==> src/rtl/wdfs_pkg.sv <==
package wdfs_pkg;

  localparam int WD_CNT_W = 16;

  typedef enum logic [2:0] {
    MODE_SLEEP    = 3'd0,
    MODE_HOLD     = 3'd1,
    MODE_DEFAULT  = 3'd2,
    MODE_NORMAL   = 3'd3,
    MODE_FAILSAFE = 3'd4
  } wdfs_mode_e;

  // Reload value: base count shifted by the divider, never below one tick.
  function automatic logic [WD_CNT_W-1:0] wd_reload(input logic [WD_CNT_W-1:0] base,
                                                    input logic [1:0] sh);
    logic [WD_CNT_W-1:0] v;
    v = base >> sh;
    if (v == '0) v = {{(WD_CNT_W-1){1'b0}}, 1'b1};
    return v;
  endfunction

endpackage

==> src/rtl/wdfs_sync.sv <==
module wdfs_sync #(
  parameter int         W       = 1,
  parameter logic [W-1:0] RST_VAL = '0
) (
  input  logic         clk,
  input  logic         rst_n,
  input  logic [W-1:0] d_async,
  output logic [W-1:0] q_sync
);
  for (genvar g = 0; g < W; g++) begin : g_bit
    logic meta_q, stab_q;
    always_ff @(posedge clk or negedge rst_n) begin
      if (!rst_n) begin
        meta_q <= RST_VAL[g];
        stab_q <= RST_VAL[g];
      end else begin
        meta_q <= d_async[g];
        stab_q <= meta_q;
      end
    end
    assign q_sync[g] = stab_q;
  end
endmodule

==> src/rtl/wdfs_timer.sv <==
module wdfs_timer
  import wdfs_pkg::*;
#(
  parameter int                  PRESCALE = 64,
  parameter logic [WD_CNT_W-1:0] WD_LOAD  = 16'd1000
) (
  input  logic       clk,
  input  logic       rst_n,
  input  logic       reload,
  input  logic       run,
  input  logic [1:0] div_sel,
  output logic       expire,
  output logic       tick
);
  localparam int PRE_W = (PRESCALE > 1) ? $clog2(PRESCALE) : 1;
  localparam logic [PRE_W-1:0] PRE_LAST = PRE_W'(PRESCALE - 1);

  logic [PRE_W-1:0]    pre_q;
  logic [WD_CNT_W-1:0] cnt_q;

  assign tick   = run && (pre_q == PRE_LAST);
  assign expire = tick && !reload && (cnt_q == {{(WD_CNT_W-1){1'b0}}, 1'b1});

  always_ff @(posedge clk or negedge rst_n) begin
    if (!rst_n) begin
      pre_q <= '0;
      cnt_q <= '0;
    end else if (reload) begin
      pre_q <= '0;
      cnt_q <= wd_reload(WD_LOAD, div_sel);
    end else if (run) begin
      if (tick) begin
        pre_q <= '0;
        if (cnt_q != '0) cnt_q <= cnt_q - 1'b1;
      end else begin
        pre_q <= pre_q + 1'b1;
      end
    end
  end
endmodule

==> src/rtl/wdfs_supervisor.sv <==
module wdfs_supervisor
  import wdfs_pkg::*;
(
  input  logic       clk,
  input  logic       rst_n,
  input  logic       wake_s,
  input  logic       run_s,
  input  logic       kick_s,
  input  logic       strap_s,
  input  logic       spi_stb,
  input  logic       spi_wd_bit,
  input  logic       expire,
  output logic       reload,
  output logic       run,
  output logic       both_low,
  output logic       fs_q,
  output wdfs_mode_e mode
);
  logic wake_d, run_d, kick_d, spi_last_q;
  logic armed_q, spi_seen_q;
  logic arm_evt, kick_tgl, spi_tgl;

  assign both_low = !wake_s && !run_s;
  assign arm_evt  = strap_s && ((wake_s && !wake_d) || (run_s && !run_d));
  assign kick_tgl = kick_s ^ kick_d;
  assign spi_tgl  = spi_stb && (spi_wd_bit ^ spi_last_q);
  assign reload   = arm_evt || (armed_q && (kick_tgl || spi_tgl));
  assign run      = armed_q && strap_s && !fs_q && !both_low;

  always_ff @(posedge clk or negedge rst_n) begin
    if (!rst_n) begin
      wake_d     <= 1'b0;
      run_d      <= 1'b0;
      kick_d     <= 1'b0;
      spi_last_q <= 1'b0;
    end else begin
      wake_d <= wake_s;
      run_d  <= run_s;
      kick_d <= kick_s;
      if (spi_stb) spi_last_q <= spi_wd_bit;
    end
  end

  always_ff @(posedge clk or negedge rst_n) begin
    if (!rst_n) begin
      armed_q <= 1'b0;
      fs_q    <= 1'b0;
    end else if (!strap_s || both_low) begin
      armed_q <= 1'b0;
      fs_q    <= 1'b0;
    end else begin
      if (arm_evt) armed_q <= 1'b1;
      if (expire)  fs_q    <= 1'b1;
    end
  end

  always_ff @(posedge clk or negedge rst_n) begin
    if (!rst_n)       spi_seen_q <= 1'b0;
    else if (!run_s)  spi_seen_q <= 1'b0;
    else if (spi_stb) spi_seen_q <= 1'b1;
  end

  always_comb begin
    if (fs_q)            mode = MODE_FAILSAFE;
    else if (!run_s)     mode = wake_s ? MODE_HOLD : MODE_SLEEP;
    else if (spi_seen_q) mode = MODE_NORMAL;
    else                 mode = MODE_DEFAULT;
  end
endmodule

==> src/rtl/wdfs_outgate.sv <==
module wdfs_outgate
  import wdfs_pkg::*;
#(
  parameter int             NHS        = 4,
  parameter int             NLS        = 8,
  parameter logic [NHS-1:0] FS_HS_MASK = 4'b0101
) (
  input  wdfs_mode_e     mode,
  input  logic [NHS-1:0] hs_direct,
  input  logic           ls_direct,
  input  logic [NHS-1:0] hs_cmd,
  input  logic [NLS-1:0] ls_cmd,
  output logic [NHS-1:0] hs_out,
  output logic [NLS-1:0] ls_out
);
  logic is_fs, is_def, is_norm;
  assign is_fs   = (mode == MODE_FAILSAFE);
  assign is_def  = (mode == MODE_DEFAULT);
  assign is_norm = (mode == MODE_NORMAL);

  for (genvar h = 0; h < NHS; h++) begin : g_hs
    assign hs_out[h] = is_fs   ? FS_HS_MASK[h] :
                       is_def  ? hs_direct[h]  :
                       is_norm ? hs_cmd[h]     : 1'b0;
  end

  for (genvar l = 0; l < NLS; l++) begin : g_ls
    assign ls_out[l] = is_def  ? ls_direct :
                       is_norm ? ls_cmd[l] : 1'b0;
  end
endmodule

==> src/rtl/wdfs_ctrl.sv <==
module wdfs_ctrl
  import wdfs_pkg::*;
#(
  parameter int                  NHS        = 4,
  parameter int                  NLS        = 8,
  parameter logic [NHS-1:0]      FS_HS_MASK = 4'b0101,
  parameter int                  PRESCALE   = 64,
  parameter logic [WD_CNT_W-1:0] WD_LOAD    = 16'd1000
) (
  input  logic           clk,
  input  logic           rst_n,
  input  logic           wake_line,
  input  logic           run_line_n,
  input  logic           kick_line,
  input  logic           guard_strap,
  input  logic           spi_stb,
  input  logic           spi_wd_bit,
  input  logic [1:0]     wd_div,
  input  logic [NHS-1:0] hs_direct,
  input  logic           ls_direct,
  input  logic [NHS-1:0] hs_cmd,
  input  logic [NLS-1:0] ls_cmd,
  output logic [NHS-1:0] hs_out,
  output logic [NLS-1:0] ls_out,
  output logic [2:0]     mode_o
);
  logic [3:0] pins_s;
  logic       wake_s, run_s, kick_s, strap_s;
  logic       reload, run, both_low, fs_q, expire, tick;
  wdfs_mode_e mode;

  wdfs_sync #(.W(4), .RST_VAL(4'b1000)) u_sync (
    .clk     (clk),
    .rst_n   (rst_n),
    .d_async ({guard_strap, kick_line, run_line_n, wake_line}),
    .q_sync  (pins_s)
  );
  assign {strap_s, kick_s, run_s, wake_s} = pins_s;

  wdfs_supervisor u_sup (
    .clk        (clk),
    .rst_n      (rst_n),
    .wake_s     (wake_s),
    .run_s      (run_s),
    .kick_s     (kick_s),
    .strap_s    (strap_s),
    .spi_stb    (spi_stb),
    .spi_wd_bit (spi_wd_bit),
    .expire     (expire),
    .reload     (reload),
    .run        (run),
    .both_low   (both_low),
    .fs_q       (fs_q),
    .mode       (mode)
  );

  wdfs_timer #(.PRESCALE(PRESCALE), .WD_LOAD(WD_LOAD)) u_tmr (
    .clk     (clk),
    .rst_n   (rst_n),
    .reload  (reload),
    .run     (run),
    .div_sel (wd_div),
    .expire  (expire),
    .tick    (tick)
  );

  wdfs_outgate #(.NHS(NHS), .NLS(NLS), .FS_HS_MASK(FS_HS_MASK)) u_out (
    .mode      (mode),
    .hs_direct (hs_direct),
    .ls_direct (ls_direct),
    .hs_cmd    (hs_cmd),
    .ls_cmd    (ls_cmd),
    .hs_out    (hs_out),
    .ls_out    (ls_out)
  );

  assign mode_o = mode;
endmodule

==> config.mk <==
export PLATFORM = sky130hd
export DESIGN_NAME = wdfs_ctrl
export DESIGN_NICKNAME = d
export VERILOG_FILES = /design/src/rtl/wdfs_pkg.sv /design/src/rtl/wdfs_sync.sv /design/src/rtl/wdfs_timer.sv /design/src/rtl/wdfs_supervisor.sv /design/src/rtl/wdfs_outgate.sv /design/src/rtl/wdfs_ctrl.sv
export SDC_FILE = /design/constraint.sdc
export NUM_CORES = 1
export LEC_CHECK = 0
export ABC_AREA = 1
export CORE_UTILIZATION = 52
export CTS_CLUSTER_SIZE = 12
export DETAILED_ROUTE_END_ITERATION = 12
export PLACE_DENSITY_LB_ADDON = 0.15
export SETUP_SLACK_MARGIN = 0.4
export SLEW_MARGIN = 15
export SYNTH_ARGS = -nofsm -noshare
export SYNTH_HDL_FRONTEND = slang
export SYNTH_SLANG_ARGS = --single-unit
==> constraint.sdc <==
create_clock -name clk -period 1.85 [get_ports clk]
set_input_delay 0.4625 -clock clk [delete_from_list [all_inputs] [get_ports clk]]
set_output_delay 0.4625 -clock clk [all_outputs]
set_load 0.1 [all_outputs]
==> results of run 1 <==
-- metal layers --
layer,overflow,track usage [%]
met3,0,39.6
met5,0,11.1
met4,1,60.6
met1,0,66.8
met2,3,88.0
-- cell families after synthesis --
family,Yosys count,share of synthesized area [%]
compound gates,9,2.08
fa+ha+maj,3,1.74
buf+inv,41,7.92
simple gates,218,42.9
flops,37,42.9
xor+xnor,6,2.43
-- per-stage QoR --
| stage | std cells | setup slack [ns] |
|---|---|---|
| global placement | 409 | -0.126 |
| floorplan | 314 | 0.104 |
| CTS | 435 | -0.106 |
| detailed placement | 409 | -0.172 |
-- timing repair --
item,4_1_cts
endpoints found under the hold margin,0
buffers inserted,13
gates cloned,5
pin swaps,19
endpoints found under the setup margin,38
resized for setup,47
==> metrics.log, run 1 <==
[metrics] error that ended the run: [ERROR GRT-0232] Routing congestion too high. Check the congestion heatmap in the GUI.
[metrics] deepest level of the CTS H-tree: 2
[metrics] total standard cell area after synthesis: 2160 sq um
[metrics] total clock buffers created by CTS: 5
[metrics] maximum count of clock buffers along a single path: 2
[metrics] last reported worst endpoint of the global-route repair pass: ls_out[3]
[metrics] count of flip-flops with a built-in enable after synthesis: 0
[metrics] count of buffers from port buffering: 41
[metrics] die boundary height: 66.5 um
[metrics] proportion of netlist area held by the largest area contributor: 40.5%
[metrics] number of nets in the synthesized netlist: 344
[metrics] die span in x: 66.5 um
[metrics] grt total ovfl: 4
[metrics] Num Clock Sinks: 37
[metrics] predominant post-synthesis flop cell: dfrtp_1
[metrics] stage at which the run stopped: 5_1_grt
[metrics] Syn Inst Count: 314
[metrics] starting utilization of the core area: 54.1%
[metrics] most used standard cells in the synthesized netlist: 127 x nand2_1, 41 x nand3_1, 35 x dfrtp_1
[metrics] routability congestion estimate: 0.886
[metrics] register bit total from synthesis: 37
[metrics] count of yosys warnings during synthesis: 0
[metrics] share of synthesized flip-flops with an asynchronous set or reset: 100%
[metrics] cts hold-fix bufs: 0
[metrics] CTS root buffer: clkbuf_8
[metrics] kind of endpoint with the least setup slack: output port
[metrics] post-synth cell types: 26
[metrics] cell type contributing the most total cell area after synthesis: dfrtp_1
[metrics] Placed Area: 3110 sq um
[metrics] sequential element share of the synthesized area: 42.9%
[metrics] Post-Syn Area per Cell: 6.89 sq um
[metrics] maximum number of pins on one net before global-route repair: 20
[metrics] result of the run: stopped before the end
[metrics] count leader, synth: nand2_1
[metrics] largest cells by area after synthesis: dfrtp_1 40%, nand2_1 22%, nand3_1 9.5%
[metrics] count of standard-cell rows: 23
[metrics] total I/O pin count: 42
[metrics] overall fraction of global-route tracks in use: 64.8%
[metrics] Final HPWL DP: 4110 um
==> run 2, diff against run 1 <==
Settings changed: CORE_UTILIZATION 52 to 40, CTS_CLUSTER_SIZE 12 to unset, SETUP_SLACK_MARGIN 0.4 to unset.
==> run 2 against run 1 <==
Against the previous run:
- the flow now finishes, with violations (setup timing)
- area after synthesis unchanged
- synthesized cell count is the same
==> metrics.log, run 2 <==
[metrics] result of the run: finished with violations
[metrics] failing checks: setup timing
[metrics] setup slack after layout: -0.0167 ns
[metrics] share of synthesized flip-flops with an asynchronous set or reset: 100% (unchanged)
[metrics] proportion of netlist area held by the largest area contributor: 40.5% (unchanged)
[metrics] wire length of the first global-routing pass: 8520 um
[metrics] CTS clock-pin slew for the worst setup and hold paths: 0.08 ns
[metrics] highest-count cells in the layout ignoring fill and taps: 114 x nand2_1, 39 x nand3_1, 35 x dfrtp_1
[metrics] count of buffers from port buffering: 41 (unchanged)
[metrics] Filler Cells Inserted: 467
[metrics] Finished Core Util: 59.8%
[metrics] count leader, synth: nand2_1
[metrics] register bit total from synthesis: 37 (unchanged)
[metrics] maximum count of clock buffers along a single path: 2 (unchanged)
[metrics] maxcap violations: 0
[metrics] starting utilization of the core area: 41.8% (-12 points)
[metrics] count of standard-cell rows: 26 (+13%)
[metrics] highest clock frequency the design can meet: 0.536 GHz
[metrics] total clock buffers created by CTS: 5 (unchanged)
[metrics] initial antenna violation count: 0
[metrics] worst slack on hold paths: 0.0880 ns
[metrics] biggest regs: u_tmr.cnt_q: 16 flops, u_tmr.pre_q: 6 flops
[metrics] total I/O pin count: 42 (unchanged)
[metrics] category of the worst setup path launch point: register
[metrics] largest cells by area after synthesis: dfrtp_1 40%, nand2_1 22%, nand3_1 9.5%
[metrics] cell type contributing the most total cell area after synthesis: dfrtp_1
[metrics] worst-case vdd ir drop: 0.641 mV
[metrics] Setup crit end kind: primary output
[metrics] setup TNS after final layout: -0.0847 ns
[metrics] die boundary height: 75.5 um (+14%)
[metrics] Max-Slew Margin vs Limit: 70.2%
[metrics] leakage power: 1.57 nW
[metrics] power density over cell area: 892 nW/um^2
[metrics] die span in x: 75.5 um (+14%)
[metrics] Finished Cell Area: 3090 sq um
[metrics] count of antenna diodes in the layout: 0
[metrics] fin crit period: 1.87 ns
[metrics] arrival time reported for the critical path endpoint: 1.40 ns
[metrics] cts hold-fix bufs: 0 (unchanged)
[metrics] maximum number of pins on one net before global-route repair: 19
[metrics] Syn Inst Count: 314 (unchanged)
[metrics] Tightest Pin Transition: 0.446 ns
[metrics] final-report setup violation count: 9
[metrics] count of nets left with antenna violations after detail routing: 0
[metrics] number of nets in the synthesized netlist: 344 (unchanged)
[metrics] vias in the first global route: 1823
[metrics] Final HPWL DP: 3890 um (-5.5%)
[metrics] count of flip-flops with a built-in enable after synthesis: 0 (unchanged)
[metrics] path type of the worst min-delay path: input port to async pin
[metrics] Worst-Skew Late Latency: 0.29 ns
[metrics] portion of the clock cycle consumed by the worst path in the final layout: 101%
[metrics] floorplan die area: 5710 sq um
[metrics] required time worst endpoint: 1.39 ns
[metrics] type of the worst setup path: register to primary output
[metrics] residual DRC count: 0
[metrics] predominant post-synthesis flop cell: dfrtp_1
[metrics] count of yosys warnings during synthesis: 0 (unchanged)
[metrics] critical path fanouts, max: 3
[metrics] Most flops, register: u_tmr.cnt_q
[metrics] Num Clock Sinks: 37 (unchanged)
[metrics] final wirelength: 5080 um
[metrics] CTS tree: done
[metrics] most used standard cells in the synthesized netlist: 127 x nand2_1, 41 x nand3_1, 35 x dfrtp_1
[metrics] overall fraction of global-route tracks in use: 20.1%
[metrics] CTS root buffer: clkbuf_8
[metrics] area of the core: 5170 sq um
[metrics] commonest non-fill, non-tap cell in the layout: nand2_1
[metrics] grt total ovfl: 0
[metrics] first-pass iteration count of the detailed router: 5
[metrics] Post-Syn Area per Cell: 6.89 sq um (unchanged)
[metrics] max-slew violation total from the final report: 0
[metrics] Placed Area: 2920 sq um (-6.1%)
[metrics] sequential element share of the synthesized area: 42.9% (unchanged)
[metrics] clock skew after layout: 0.00561 ns
[metrics] deepest level of the CTS H-tree: 2 (unchanged)
[metrics] number of flip-flops in the largest register: 16
[metrics] RSZ-0062 raised after global routing: true
[metrics] routability congestion estimate: 0.808 (-8.8%)
[metrics] ratio of routed vias to standard cells: 4.64
[metrics] post-synth cell types: 26 (unchanged)
[metrics] total standard cell area after synthesis: 2160 sq um (unchanged)
[metrics] growth of design area from synthesis to finish: 43.0%
[metrics] fraction of layout cells with a size suffix above 1: 20.7%
[metrics] number of design-rule violations left by the first detailed-router iteration: 103
[metrics] WL/cell: 11.5 um
[metrics] hold violation total from the final report: 0
[metrics] final net count: 401
[metrics] detailed-route via count: 2052
## run 2: critical path: stages, from the launching register on
cell and delay [ns]:
dfrtp_1 0.38, inv_2 0.07, nor2_4 0.11, nand2_1 0.07
inv_2 0.09, buf_6 0.11, nand2_2 0.05, nand2_4 0.06
buf_12 0.17
## run 2: path summary, 6_finish.rpt
kind	startpoint	endpoint	slack (ns)	depth (start not counted)
max in group asynchronous	rst_n	u_sync.g_bit[3].stab_q	1.18	2
max	u_sync.g_bit[1].stab_q	hs_out[3]	-0.02	8
min reg2reg	u_sync.g_bit[0].meta_q	u_sync.g_bit[0].stab_q	0.35	0
min	rst_n	u_tmr.pre_q[2]	0.09	1
min in group clk	u_sync.g_bit[0].meta_q	u_sync.g_bit[0].stab_q	0.35	0
max reg2reg	u_tmr.cnt_q[0]	u_tmr.cnt_q[3]	0.24	10
## run 2: power breakdown
| group | internal, mW | switching, mW |
|---|---|---|
| clock | 0.438 | 0.305 |
| sequential | 0.909 | 0.118 |
| combinational | 0.385 | 0.605 |
## run 2: layer usage
metal	routed length, um	vias up	global-route usage [%]
met1	2480	914	27.0
met5	0	-	0
met4	63	0	5.56
met3	193	6	4.37
met2	2350	39	33.0
li1	-	1093	-
## run 2: cell type report
| class | instances | area (sq um) | share of cell area, % |
|---|---|---|---|
| Multi-Input combinational cell | 236 | 1140 | 37.0 |
| Sequential cell | 37 | 928 | 30.0 |
| Timing Repair Buffer | 57 | 683 | 22.1 |
| Inverter | 34 | 130 | 4.21 |
| Tap cell | 70 | 87.6 | 2.83 |
| Clock buffer | 6 | 82.6 | 2.67 |
| Clock inverter | 2 | 37.5 | 1.21 |
## run 2: logic make-up after synthesis
group | after synthesis | synth area share, %
compound gates | 9 | 2.08
flops | 37 | 42.9
buf+inv | 41 | 7.92
simple gates | 218 | 42.9
xor+xnor | 6 | 2.43
fa+ha+maj | 3 | 1.74
## run 2: through the flow
step | std cells | setup WS (ns) | power (mW)
4_1_cts | 442 | -0.0367 | 2.77
5_1_grt | 442 | -0.0766 | 2.94
6_report | 442 | -0.0167 | 2.76
3_5_place_dp | 432 | -0.128 | 2.01
3_3_place_gp | 432 | -0.0967 | 2.00
2_1_floorplan | 314 | -0.0524 | 1.68
## run 2: timing repair
action                     CTS  global route
gates resized for setup     10             2
pin swaps                    3             1
setup endpoints to repair   12            15
setup buffers                2             0
(Power assumes the default switching activity.)
==> run 3, diff against run 2 <==
Settings changed: CTS_CLUSTER_DIAMETER set to 150.
==> results of run 3 <==
Same layout as run 2: the final DEF is identical, and so are final timing and power.
==> run 4, diff against run 3 <==
Settings changed: CELL_PAD_IN_SITES_DETAIL_PLACEMENT set to 0, CELL_PAD_IN_SITES_GLOBAL_PLACEMENT set to 1, CORE_UTILIZATION 40 to 36, CTS_CLUSTER_DIAMETER 150 to unset.
==> run 4 against run 3 <==
Against the previous run:
- the run still ends with setup timing left
- fmax up 0.21%
- total power down 5.3%
- clock-buffer cell count down 1
- critical path type unchanged
- largest cell class unchanged
- highest routed layer unchanged
==> metrics.log, run 4 (synthesis results as in run 2) <==
[metrics] vias in the first global route: 2024 (+11%)
[metrics] routability congestion estimate: 0.812 (+0.54%)
[metrics] clock skew after layout: 0.00704 ns (+0.00144 ns)
[metrics] final-report setup violation count: 4 (-5)
[metrics] total clock buffers created by CTS: 5 (unchanged)
[metrics] met1 routed wirelength after detailed routing: 2570 um (+4.0%)
[metrics] die boundary height: 79.5 um (+5.3%)
[metrics] total I/O pin count: 42 (unchanged)
[metrics] CTS clock-pin slew for the worst setup and hold paths: 0.07 ns (about the same)
[metrics] cell type with the highest occurrence count on the critical path: nand2_2
[metrics] filler-free cell count of the finished design: 443 (+0.23%)
[metrics] total buffers and inverters traversed by the critical path: 2 (-2)
[metrics] biggest regs: u_tmr.cnt_q: 16 flops, u_tmr.pre_q: 6 flops
[metrics] Most flops, register: u_tmr.cnt_q
[metrics] Final HPWL DP: 3860 um (-0.63%)
[metrics] detailed-route via count: 2094 (+2.0%)
[metrics] Finished Core Util: 55.2% (-4.6 points)
[metrics] deepest level of the CTS H-tree: 2 (unchanged)
[metrics] met2 wire length: 2530 um (+7.7%)
[metrics] worst-case vdd ir drop: 0.501 mV (-22%)
[metrics] WL/cell: 12.1 um (+4.8%)
[metrics] number of design-rule violations left by the first detailed-router iteration: 109 (+5.8%)
[metrics] type of the worst setup path: register to primary output
[metrics] Setup crit end kind: primary output
[metrics] sequential cell area in the final layout: 928 sq um (unchanged)
[metrics] Highest Signal Layer: met4
[metrics] area taken by multi-input logic gates: 1200 sq um (+4.7%)
[metrics] count of antenna diodes in the layout: 0 (unchanged)
[metrics] RSZ-0062 raised after global routing: true
[metrics] CTS root buffer: clkbuf_8
[metrics] maxcap violations: 0 (unchanged)
[metrics] residual DRC count: 0 (unchanged)
[metrics] starting utilization of the core area: 38.3% (-3.5 points)
[metrics] cts hold-fix bufs: 0 (unchanged)
[metrics] source of the critical timing path: u_sup.fs_q
[metrics] required time worst endpoint: 1.39 ns (about the same)
[metrics] commonest non-fill, non-tap cell in the layout: nand2_1
[metrics] Slowest cell on crit path: dfrtp_1
[metrics] maximum count of clock buffers along a single path: 2 (unchanged)
[metrics] leakage power: 1.56 nW (-0.27%)
[metrics] wire length of the first global-routing pass: 9370 um (+10%)
[metrics] highest-count cells in the layout ignoring fill and taps: 115 x nand2_1, 35 x dfrtp_1, 33 x nand3_1
[metrics] initial antenna violation count: 0 (unchanged)
[metrics] highest clock frequency the design can meet: 0.537 GHz (+0.21%)
[metrics] ratio of routed vias to standard cells: 4.73 (+1.8%)
[metrics] die span in x: 79.5 um (+5.3%)
[metrics] number of flip-flops in the largest register: 16 (unchanged)
[metrics] final wirelength: 5340 um (+5.1%)
[metrics] crit path cell chain: nor2_4 -> nand2_2 -> inv_4 -> nand2_8 -> nand2_2 -> buf_12
[metrics] maximum number of pins on one net before global-route repair: 38 (+19)
[metrics] Tightest Pin Transition: 0.508 ns (+0.0625 ns)
[metrics] critical path fanouts, max: 8 (+5)
[metrics] portion of the clock cycle consumed by the worst path in the final layout: 101% (-0.21 points)
[metrics] final net count: 400 (-0.25%)
[metrics] CTS tree: done
[metrics] CP delay by family, top: simple AND/OR/NAND/NOR gates
[metrics] largest incremental delay on the critical path: 0.41 ns (+0.03 ns)
[metrics] max-slew violation total from the final report: 0 (unchanged)
[metrics] failing checks: setup timing
[metrics] count of standard-cell rows: 27 (+3.8%)
[metrics] count of nets left with antenna violations after detail routing: 0 (unchanged)
[metrics] Worst-Skew Late Latency: 0.30 ns (about the same)
[metrics] floorplan die area: 6320 sq um (+11%)
[metrics] power density over cell area: 839 nW/um^2 (-5.9%)
[metrics] path type of the worst min-delay path: input port to async pin
[metrics] WL met3: 179 um (-7.3%)
[metrics] Num Clock Sinks: 37 (unchanged)
[metrics] result of the run: finished with violations
[metrics] area of the core: 5640 sq um (+9.1%)
[metrics] setup slack after layout: -0.0127 ns (+0.00392 ns)
[metrics] grt total ovfl: 0 (unchanged)
[metrics] fraction of layout cells with a size suffix above 1: 21.6% (+0.86 points)
[metrics] placed cell count: 433 (+0.23%)
[metrics] overall fraction of global-route tracks in use: 19.1% (-1.0 points)
[metrics] Filler Cells Inserted: 542 (+16%)
[metrics] arrival time reported for the critical path endpoint: 1.40 ns (about the same)
[metrics] reg-to-reg critical path startpoint: u_tmr.cnt_q[0]
[metrics] count of buffers from port buffering: 41 (unchanged)
[metrics] first-pass iteration count of the detailed router: 4 (-1)
[metrics] fin crit period: 1.86 ns (-0.00392 ns)
[metrics] hold violation total from the final report: 0 (unchanged)
[metrics] Max-Slew Margin vs Limit: 66.0% (-4.2 points)
[metrics] growth of design area from synthesis to finish: 44.0%
[metrics] category of the worst setup path launch point: register
[metrics] setup TNS after final layout: -0.0371 ns (+0.0476 ns)
[run 4: worst reg2reg max path, stage by stage, from the launching register on]
cell	delay [ns]
dfrtp_1	0.40
inv_1	0.12
ha_1	0.19
nand2_2	0.12
nor2_2	0.14
nand2_1	0.08
nand2_2	0.11
nand2_4	0.11
inv_4	0.17
nand2_1	0.07
nand2_1	0.07
[run 4: power by group]
group	internal [mW]	switching, mW
clock	0.260	0.306
combinational	0.395	0.636
sequential	0.909	0.108
[run 4: final timing paths]
check,to,depth (start not counted),slack [ns]
worst max-delay path,ls_out[5],6,-0.01
max in group asynchronous,u_sync.g_bit[3].stab_q,2,1.30
worst min-delay path,u_sync.g_bit[1].meta_q,2,0.21
worst max register to register,u_tmr.cnt_q[8],10,0.21
min in group clk,u_sync.g_bit[0].stab_q,0,0.35
worst min register to register,u_sync.g_bit[0].stab_q,0,0.35
[run 4: metal layers]
metal,vias up,GRT usage (%)
li1,1086,-
met4,0,5.82
met3,4,3.43
met2,36,32.1
met5,-,0
met1,968,24.9
[run 4: repair_timing]
| action | 4_1_cts | 5_1_grt |
|---|---|---|
| buffers inserted | 1 | 1 |
| setup endpoints to repair | 12 | 14 |
| gates resized for setup | 5 | 18 |
| pin swaps | 0 | 2 |
[run 4: cell type report]
class | instances | area share, %
Multi-Input combinational cell | 236 | 38.5
Sequential cell | 37 | 29.8
Timing Repair Buffer | 56 | 21.8
Inverter | 34 | 4.26
Tap cell | 72 | 2.89
Clock buffer | 5 | 2.21
Clock inverter | 3 | 0.562
[run 4: stage by stage]
stage	power [mW]	setup slack (ns)	hold WS (ns)	area, sq um
6_report	2.61	-0.0127	0.207	3110
5_1_grt	2.79	-0.0934	0.256	3110
4_1_cts	2.61	-0.0133	0.223	3020
3_5_place_dp	2.03	-0.146	0.336	2920
3_3_place_gp	2.03	-0.0958	0.334	2920
2_1_floorplan	1.68	-0.0524	0.167	2230
